File: src/rtl/psr_pkg.sv
package psr_pkg;

    localparam int CFG_W     = 5;
    localparam int EN_BIT    = 0;
    localparam int RESYNC_BIT = 1;
    localparam int MODE_LSB  = 2;
    localparam int MODE_W    = 3;

    localparam logic [MODE_W-1:0] MODE_MANUAL = 3'b000;
    localparam logic [MODE_W-1:0] MODE_SWTMR  = 3'b001;
    localparam logic [MODE_W-1:0] MODE_HWTMR  = 3'b010;

    typedef enum logic [1:0] {
        ST_OFF  = 2'b00,
        ST_IDLE = 2'b01,
        ST_CG   = 2'b10,
        ST_PG   = 2'b11
    } psr_state_e;

    typedef struct packed {
        logic [MODE_W-1:0] mode;
        logic              en;
    } psr_cfg_t;

    function automatic logic mode_ok(input logic [MODE_W-1:0] m);
        return (m == MODE_MANUAL) || (m == MODE_SWTMR) || (m == MODE_HWTMR);
    endfunction

    function automatic logic is_active(input psr_state_e s);
        return (s == ST_CG) || (s == ST_PG);
    endfunction

    function automatic logic [1:0] standby_code(input psr_state_e s);
        case (s)
            ST_CG:   return 2'b10;
            ST_PG:   return 2'b11;
            default: return 2'b00;
        endcase
    endfunction

endpackage

File: src/rtl/psr_cfg.sv
module psr_cfg
    import psr_pkg::*;
(
    input  logic             clk,
    input  logic             rst,
    input  logic             wr,
    input  logic [CFG_W-1:0] wdata,
    output psr_cfg_t         cfg,
    output logic             resync,
    output logic [CFG_W-1:0] rdata
);

    psr_cfg_t cfg_q;

    always_ff @(posedge clk) begin
        if (rst) begin
            cfg_q <= '0;
        end else if (wr) begin
            cfg_q.mode <= wdata[MODE_LSB +: MODE_W];
            cfg_q.en   <= wdata[EN_BIT];
        end
    end

    // Resynchronise acts in the write cycle and is never stored.
    assign resync = wr & wdata[RESYNC_BIT];
    assign cfg    = cfg_q;
    assign rdata  = {cfg_q.mode, 1'b0, cfg_q.en};

    // a written word is visible on the next cycle with bit 1 clear
    a_r8_word_loaded: assert property (@(posedge clk) disable iff (rst)
        wr |=> (rdata == {$past(wdata[MODE_LSB +: MODE_W]), 1'b0, $past(wdata[EN_BIT])}));

endmodule

File: src/rtl/psr_fsm.sv
module psr_fsm
    import psr_pkg::*;
#(
    parameter int IDLE_FRAMES = 2,
    parameter int DEEP_FRAMES = 4
) (
    input  logic       clk,
    input  logic       rst,
    input  psr_cfg_t   cfg,
    input  logic       resync,
    input  logic       frame_tick,
    input  logic       fb_write,
    input  logic       sw_enter,
    input  logic       sw_exit,
    output psr_state_e state,
    output psr_state_e state_nxt,
    output psr_state_e last_state,
    output logic       in_transition
);

    localparam int IW = $clog2(IDLE_FRAMES + 1);
    localparam int DW = $clog2(DEEP_FRAMES + 1);
    localparam logic [IW-1:0] IDLE_LAST = IW'(IDLE_FRAMES - 1);
    localparam logic [DW-1:0] DEEP_LAST = DW'(DEEP_FRAMES - 1);

    psr_state_e    st_q, st_n, last_q;
    logic [IW-1:0] idle_q, idle_n;
    logic [DW-1:0] deep_q, deep_n;
    logic          trans_q;
    logic          hw, man;

    assign hw  = (cfg.mode == MODE_HWTMR);
    assign man = (cfg.mode == MODE_MANUAL);

    always_comb begin
        st_n   = st_q;
        idle_n = idle_q;
        deep_n = deep_q;
        if (resync || !cfg.en || !mode_ok(cfg.mode)) begin
            st_n   = ST_OFF;
            idle_n = '0;
            deep_n = '0;
        end else begin
            case (st_q)
                ST_OFF: begin
                    st_n   = ST_IDLE;
                    idle_n = '0;
                    deep_n = '0;
                end
                ST_IDLE: begin
                    deep_n = '0;
                    if (hw) begin
                        if (fb_write) begin
                            idle_n = '0;
                        end else if (frame_tick) begin
                            if (idle_q == IDLE_LAST) begin
                                st_n   = ST_CG;
                                idle_n = '0;
                            end else begin
                                idle_n = idle_q + 1'b1;
                            end
                        end
                    end else if (sw_enter) begin
                        st_n = ST_CG;
                    end
                end
                ST_CG: begin
                    idle_n = '0;
                    if (hw && fb_write) begin
                        st_n   = ST_IDLE;
                        deep_n = '0;
                    end else if (!hw && sw_exit) begin
                        st_n   = ST_IDLE;
                        deep_n = '0;
                    end else if (man) begin
                        if (sw_enter) st_n = ST_PG;
                    end else if (frame_tick) begin
                        if (deep_q == DEEP_LAST) begin
                            st_n   = ST_PG;
                            deep_n = '0;
                        end else begin
                            deep_n = deep_q + 1'b1;
                        end
                    end
                end
                default: begin
                    idle_n = '0;
                    deep_n = '0;
                    if ((hw && fb_write) || (!hw && sw_exit)) st_n = ST_IDLE;
                end
            endcase
        end
    end

    always_ff @(posedge clk) begin
        if (rst) begin
            st_q    <= ST_OFF;
            last_q  <= ST_OFF;
            idle_q  <= '0;
            deep_q  <= '0;
            trans_q <= 1'b0;
        end else begin
            st_q    <= st_n;
            idle_q  <= idle_n;
            deep_q  <= deep_n;
            trans_q <= (st_n != st_q);
            if (st_n != st_q) last_q <= st_q;
        end
    end

    assign state         = st_q;
    assign state_nxt     = st_n;
    assign last_state    = last_q;
    assign in_transition = trans_q;

    // disabled controller is inactive on the next cycle
    a_r2_off_when_disabled: assert property (@(posedge clk) disable iff (rst)
        !cfg.en |=> (state == ST_OFF));

    // resynchronise forces the inactive state
    a_r8_resync_off: assert property (@(posedge clk) disable iff (rst)
        resync |=> (state == ST_OFF));

    // frame-buffer write leaves self-refresh in hardware policy
    a_r4_fb_exit: assert property (@(posedge clk) disable iff (rst)
        (cfg.en && hw && !resync && fb_write && is_active(state)) |=> (state == ST_IDLE));

    // software policy stays armed without an enter command
    a_r5_sw_hold: assert property (@(posedge clk) disable iff (rst)
        (cfg.en && cfg.mode == MODE_SWTMR && !resync && state == ST_IDLE && !sw_enter)
        |=> (state == ST_IDLE));

    // manual policy makes no move without a command
    a_r7_manual_hold: assert property (@(posedge clk) disable iff (rst)
        (cfg.en && man && !resync && !sw_enter && !sw_exit && state != ST_OFF)
        |=> $stable(state));

    // transition flag marks a real change and records the old state
    a_r9_flag_change: assert property (@(posedge clk) disable iff (rst)
        in_transition |-> (state != $past(state)));
    a_r9_last_kept: assert property (@(posedge clk) disable iff (rst)
        in_transition |-> (last_state == $past(state)));

endmodule

File: src/rtl/psr_rpt_cnt.sv
module psr_rpt_cnt #(
    parameter int CNT_W = 8
) (
    input  logic             clk,
    input  logic             rst,
    input  logic             tick,
    input  logic             act_now,
    input  logic             act_next,
    output logic [CNT_W-1:0] count
);

    localparam logic [CNT_W-1:0] CNT_MAX = '1;

    logic [CNT_W-1:0] cnt_q;

    always_ff @(posedge clk) begin
        if (rst || !act_next) begin
            cnt_q <= '0;
        end else if (tick && act_now && (cnt_q != CNT_MAX)) begin
            cnt_q <= cnt_q + 1'b1;
        end
    end

    assign count = cnt_q;

    // the count holds at its maximum
    a_r10_no_wrap: assert property (@(posedge clk) disable iff (rst)
        (cnt_q == CNT_MAX && act_next) |=> (cnt_q == CNT_MAX));

    // nothing is counted outside self-refresh
    a_r10_zero_inactive: assert property (@(posedge clk) disable iff (rst)
        !act_now |-> (cnt_q == '0));

endmodule

File: src/rtl/psr_ctrl.sv
module psr_ctrl
    import psr_pkg::*;
#(
    parameter int IDLE_FRAMES = 2,
    parameter int DEEP_FRAMES = 4,
    parameter int RPT_W       = 8
) (
    input  logic             clk,
    input  logic             rst,
    input  logic             cfg_wr,
    input  logic [4:0]       cfg_wdata,
    output logic [4:0]       cfg_rdata,
    input  logic             frame_tick,
    input  logic             fb_write,
    input  logic             sw_enter,
    input  logic             sw_exit,
    output logic [1:0]       cur_state,
    output logic [1:0]       last_state,
    output logic             in_transition,
    output logic [RPT_W-1:0] rpt_count,
    output logic [1:0]       standby
);

    psr_cfg_t   cfg;
    logic       resync;
    psr_state_e st, st_nxt, st_last;

    psr_cfg u_cfg (
        .clk   (clk),
        .rst   (rst),
        .wr    (cfg_wr),
        .wdata (cfg_wdata),
        .cfg   (cfg),
        .resync(resync),
        .rdata (cfg_rdata)
    );

    psr_fsm #(
        .IDLE_FRAMES(IDLE_FRAMES),
        .DEEP_FRAMES(DEEP_FRAMES)
    ) u_fsm (
        .clk          (clk),
        .rst          (rst),
        .cfg          (cfg),
        .resync       (resync),
        .frame_tick   (frame_tick),
        .fb_write     (fb_write),
        .sw_enter     (sw_enter),
        .sw_exit      (sw_exit),
        .state        (st),
        .state_nxt    (st_nxt),
        .last_state   (st_last),
        .in_transition(in_transition)
    );

    psr_rpt_cnt #(
        .CNT_W(RPT_W)
    ) u_rpt (
        .clk     (clk),
        .rst     (rst),
        .tick    (frame_tick),
        .act_now (is_active(st)),
        .act_next(is_active(st_nxt)),
        .count   (rpt_count)
    );

    assign cur_state  = st;
    assign last_state = st_last;
    assign standby    = standby_code(st);

    // an active state always reports a gated standby code
    a_r11_gated_code: assert property (@(posedge clk) disable iff (rst)
        (cur_state[1] == 1'b1) |-> (standby[1] == 1'b1 && standby[0] == cur_state[0]));

endmodule

File: config.mk
export PLATFORM = sky130hd
export DESIGN_NAME = psr_ctrl
export DESIGN_NICKNAME = d
export VERILOG_FILES = /design/src/rtl/psr_pkg.sv /design/src/rtl/psr_cfg.sv /design/src/rtl/psr_fsm.sv /design/src/rtl/psr_rpt_cnt.sv /design/src/rtl/psr_ctrl.sv
export SDC_FILE = /design/constraint.sdc
export NUM_CORES = 1
export LEC_CHECK = 0
export CAP_MARGIN = 20
export CORE_MARGIN = 1.5
export CORE_UTILIZATION = 43
export CTS_CLUSTER_SIZE = 25
export DETAILED_ROUTE_END_ITERATION = 8
export PLACE_DENSITY_LB_ADDON = 0.05
export RECOVER_POWER = 100
export SYNTH_ARGS = -nofsm -noshare
export SYNTH_HDL_FRONTEND = slang
export SYNTH_SLANG_ARGS = --single-unit
File: constraint.sdc
create_clock -name clk -period 5.5 [get_ports clk]
set_clock_uncertainty 0.2 [all_clocks]
set_input_delay 0.55 -clock clk [delete_from_list [all_inputs] [get_ports clk]]
set_output_delay 0.55 -clock clk [all_outputs]
set_load 0.02 [all_outputs]
==> key figures <==
Die
  – Starting Density: 0.469
  – Cell Rows: 17
  – Die height: 53.1 µm
  – Core area: 2300 µm²
  – Top-level I/O count: 32
  – Die area: 2820 µm²
  – DIE WIDTH: 53.1 µm

Setup path
  – Levels on crit path: 3
  – Slowest cell delay on critical path: 680 ps
  – Reg-to-reg endpoint: u_fsm.last_state[0]
  – R2r worst-path depth: 5
  – Worst setup EP type: output port
  – Bufs and invs on worst path: 2
  – Worst Path Max Fanout: 8
  – Worst Path Arrival: 1780 ps
  – Critical path class: register to output port
  – Crit-path slowest cell: dlygate4sd3_1
  – Worst path required time: 4750 ps
  – CP top delay family: buffers and inverters
  – CP Launch Type: register
  – Reg-to-reg startpoint: u_cfg.cfg[3]
  – Crit path cell chain: inv_1, nor2_1, dlygate4sd3_1
  – R2R setup slack: 3530 ps

Routing
  – Routed wire length: 2.23 mm
  – Vias/cell: 5.33
  – Routed len/inst: 12.5 µm
  – Detail Route Antenna Nets: 0
  – First-pass iteration count of the detailed router: 4
  – DRC Markers: 0
  – DR iter-0 viols: 9
  – Vias: 949

Yosys
  – Post-Synthesis Cells: 120
  – Top cells by area, synth: dfxtp_1 41%, nor2_1 6.6%, mux2i_1 5.6%, xor2_1 4.1%, nand4_1 2.9%
  – Sequential fraction of the synthesis area: 0.408
  – Asr flop ratio synth: 0
  – Post-synth EDFFs: 0
  – Cell taking the most area after synthesis: dfxtp_1
  – Mapped Avg Cell Area: 8.99 µm²
  – Cell Area, Synth: 1080 µm²
  – Syn_nets: 134
  – Share of the synthesized area in the top cell type: 0.408
  – Main flop type after synthesis: dfxtp_1
  – Synth Register Bits: 22
  – Ys Warns: 0
  – Distinct cells, synth: 41

Place
  – Placed insts: 174
  – Worst slack, placed: 2860 ps
  – IO buf count: 30
  – Detailed Place HPWL: 1.64 mm
  – Placed cell area: 1400 µm²
  – GP Congestion: 0.732

Hold path
  – Hold Path Class: register to register
  – Hold Path Origin: u_fsm.idle_q[1]
  – Hold EP: u_fsm.idle_q[1]
  – Hold depth: 2

Pwr
  – Largest vdd supply drop: 0.000180 V
  – Power per Cell Area: 202 nW/µm²
  – Lkg Pwr: 0.588 nW
  – Total power: 0.288 mW

Final layout
  – Final core occ: 0.621
  – Final Cell Area: 1430 µm²
  – Share of cells above drive strength 1: 0.0533
  – Layout Nets: 165
  – Area Overhead vs Synth: 32.3%
  – Antenna diodes: 0
  – Fin cells: 178

Clock network
  – Worst-path clk slew: 120 ps
  – # Post-CTS Setup Buffers: 0
  – H-tree levels: 1
  – Num CTS Buffers: 3
  – CTS hold repair buffers: 0
  – CTS tree: yes
  – Clock sinks: 22
  – Post-CTS sizing: 0
  – Worst skew pair latency: 310 ps
  – CTS root buf: clkbuf_4
  – Clk buf depth: 2

GRT
  – Largest net degree at the start of global routing: 13
  – Gr ovfl total: 0
  – Initial antenna violation count: 0
  – First-pass GRT wire length: 3.81 mm
  – Vias in the first global route: 889
  – GR Util All Layers: 0.184

STA
  – Post-layout min period: 2530 ps
  – Unrepaired setup endpoints after global routing: no
  – Final setup violation count: 0
  – Final Hold Viols: 0
  – Peak Freq: 0.396 GHz
  – Setup TNS Final: 0 ps
  – Final worst slack: 2970 ps
  – Tcrit/Tclk final: 0.460
  – Min Hold Slack: 239 ps
  – Slew Limit Fails: 0

Run
  – Max-cap violations: 0

Status
  – Status: finished, final reports clean
==> layout make-up <==
cell class | count | area (µm²)
multi-input combinational | 88 | 592
inverter | 6 | 22.5
fill | 209 | 871
clock buffer | 4 | 36.3
tap | 28 | 35.0
sequential | 22 | 440
timing repair buffer | 30 | 300
==> cell usage in the layout (no fill, tap or decap), drive strengths merged, types with 2 or more instances in the layout <==
| cell type | Yosys | layout |
|---|---|---|
| dfxtp | 22 | 22 |
| dlygate4sd3 | 0 | 21 |
| nor2 | 19 | 19 |
| clkdlybuf4s50 | 0 | 9 |
| inv | 6 | 6 |
| nand2 | 6 | 6 |
| mux2i | 6 | 6 |
| nand4 | 5 | 5 |
| xor2 | 5 | 5 |
| o21ai | 5 | 5 |
| a21oi | 4 | 4 |
| clkbuf | 3 | 4 |
| and3 | 3 | 3 |
| nor2b | 3 | 3 |
| or3 | 2 | 2 |
| nand3 | 2 | 2 |
| nor3 | 2 | 2 |
| xnor2 | 2 | 2 |
| a211oi | 2 | 2 |
| ha | 2 | 2 |
| nor3b | 2 | 2 |
==> worst max-delay path by stage <==
| stage | endpoint | slack [ps] | from |
|---|---|---|---|
| after CTS | standby[0] | 3030 | u_fsm.state[1] |
| final | standby[0] | 2970 | u_fsm.state[1] |
| after floorplan | u_fsm.last_state[0] | 3610 | u_cfg.cfg[2] |
| after detailed placement | u_fsm.last_state[0] | 2860 | frame_tick |
| after global routing | standby[0] | 2890 | u_fsm.state[1] |
| after global placement | u_fsm.last_state[0] | 2900 | frame_tick |
==> report_power, final <==
part	total, mW	switching (mW)	internal [mW]
Sequential	0.165	0.00350	0.162
Clock	0.0895	0.0490	0.0404
Combinational	0.0332	0.0157	0.0175
==> Yosys cell counts, types with 2 or more instances <==
cell type  number
dfxtp_1        22
nor2_1         19
inv_1           6
mux2i_1         6
nand2_1         6
nand4_1         5
xor2_1          5
a21oi_1         4
o21ai_0         4
clkbuf_1        3
nor2b_1         3
a211oi_1        2
and3_1          2
ha_1            2
nand3_1         2
nor3_1          2
or3_1           2
xnor2_1         2
==> cells by family after synthesis <==
group / Yosys count / share of synthesized area
and+or+nand+nor: 51 / 0.267
DFF: 22 / 0.408
AOI/OAI and AO/OA: 21 / 0.147
buffers and inverters: 10 / 0.0383
xor gates and xnor gates: 7 / 0.0568
muxes: 6 / 0.0557
adders and majority gates: 2 / 0.0232
other: 1 / 0.00348
==> flip-flops by register name (all words and copies together) (netlist names) <==
| register | cells |
|---|---|
| u_fsm.idle_q | 2 |
| u_fsm.state | 2 |
| u_fsm.deep_q | 3 |
| u_fsm.in_transition | 1 |
| u_fsm.last_state | 2 |
| u_cfg.cfg | 4 |
| u_rpt.count | 8 |
==> worst min-delay path: cells and delay by family, from the launching register on <==
kind,cells,cell delay (ps)
flops,1,330
buf+inv,1,50
compound gates,1,30
==> per-layer routing <==
layer / GRT usage / share of wire
met3: 0.0621 / 0.050
met4: 0.0256 / 0.0063
met1: 0.244 / 0.51
met2: 0.294 / 0.43
met5: 0 / 0
Power figures use the tool's default switching activity.
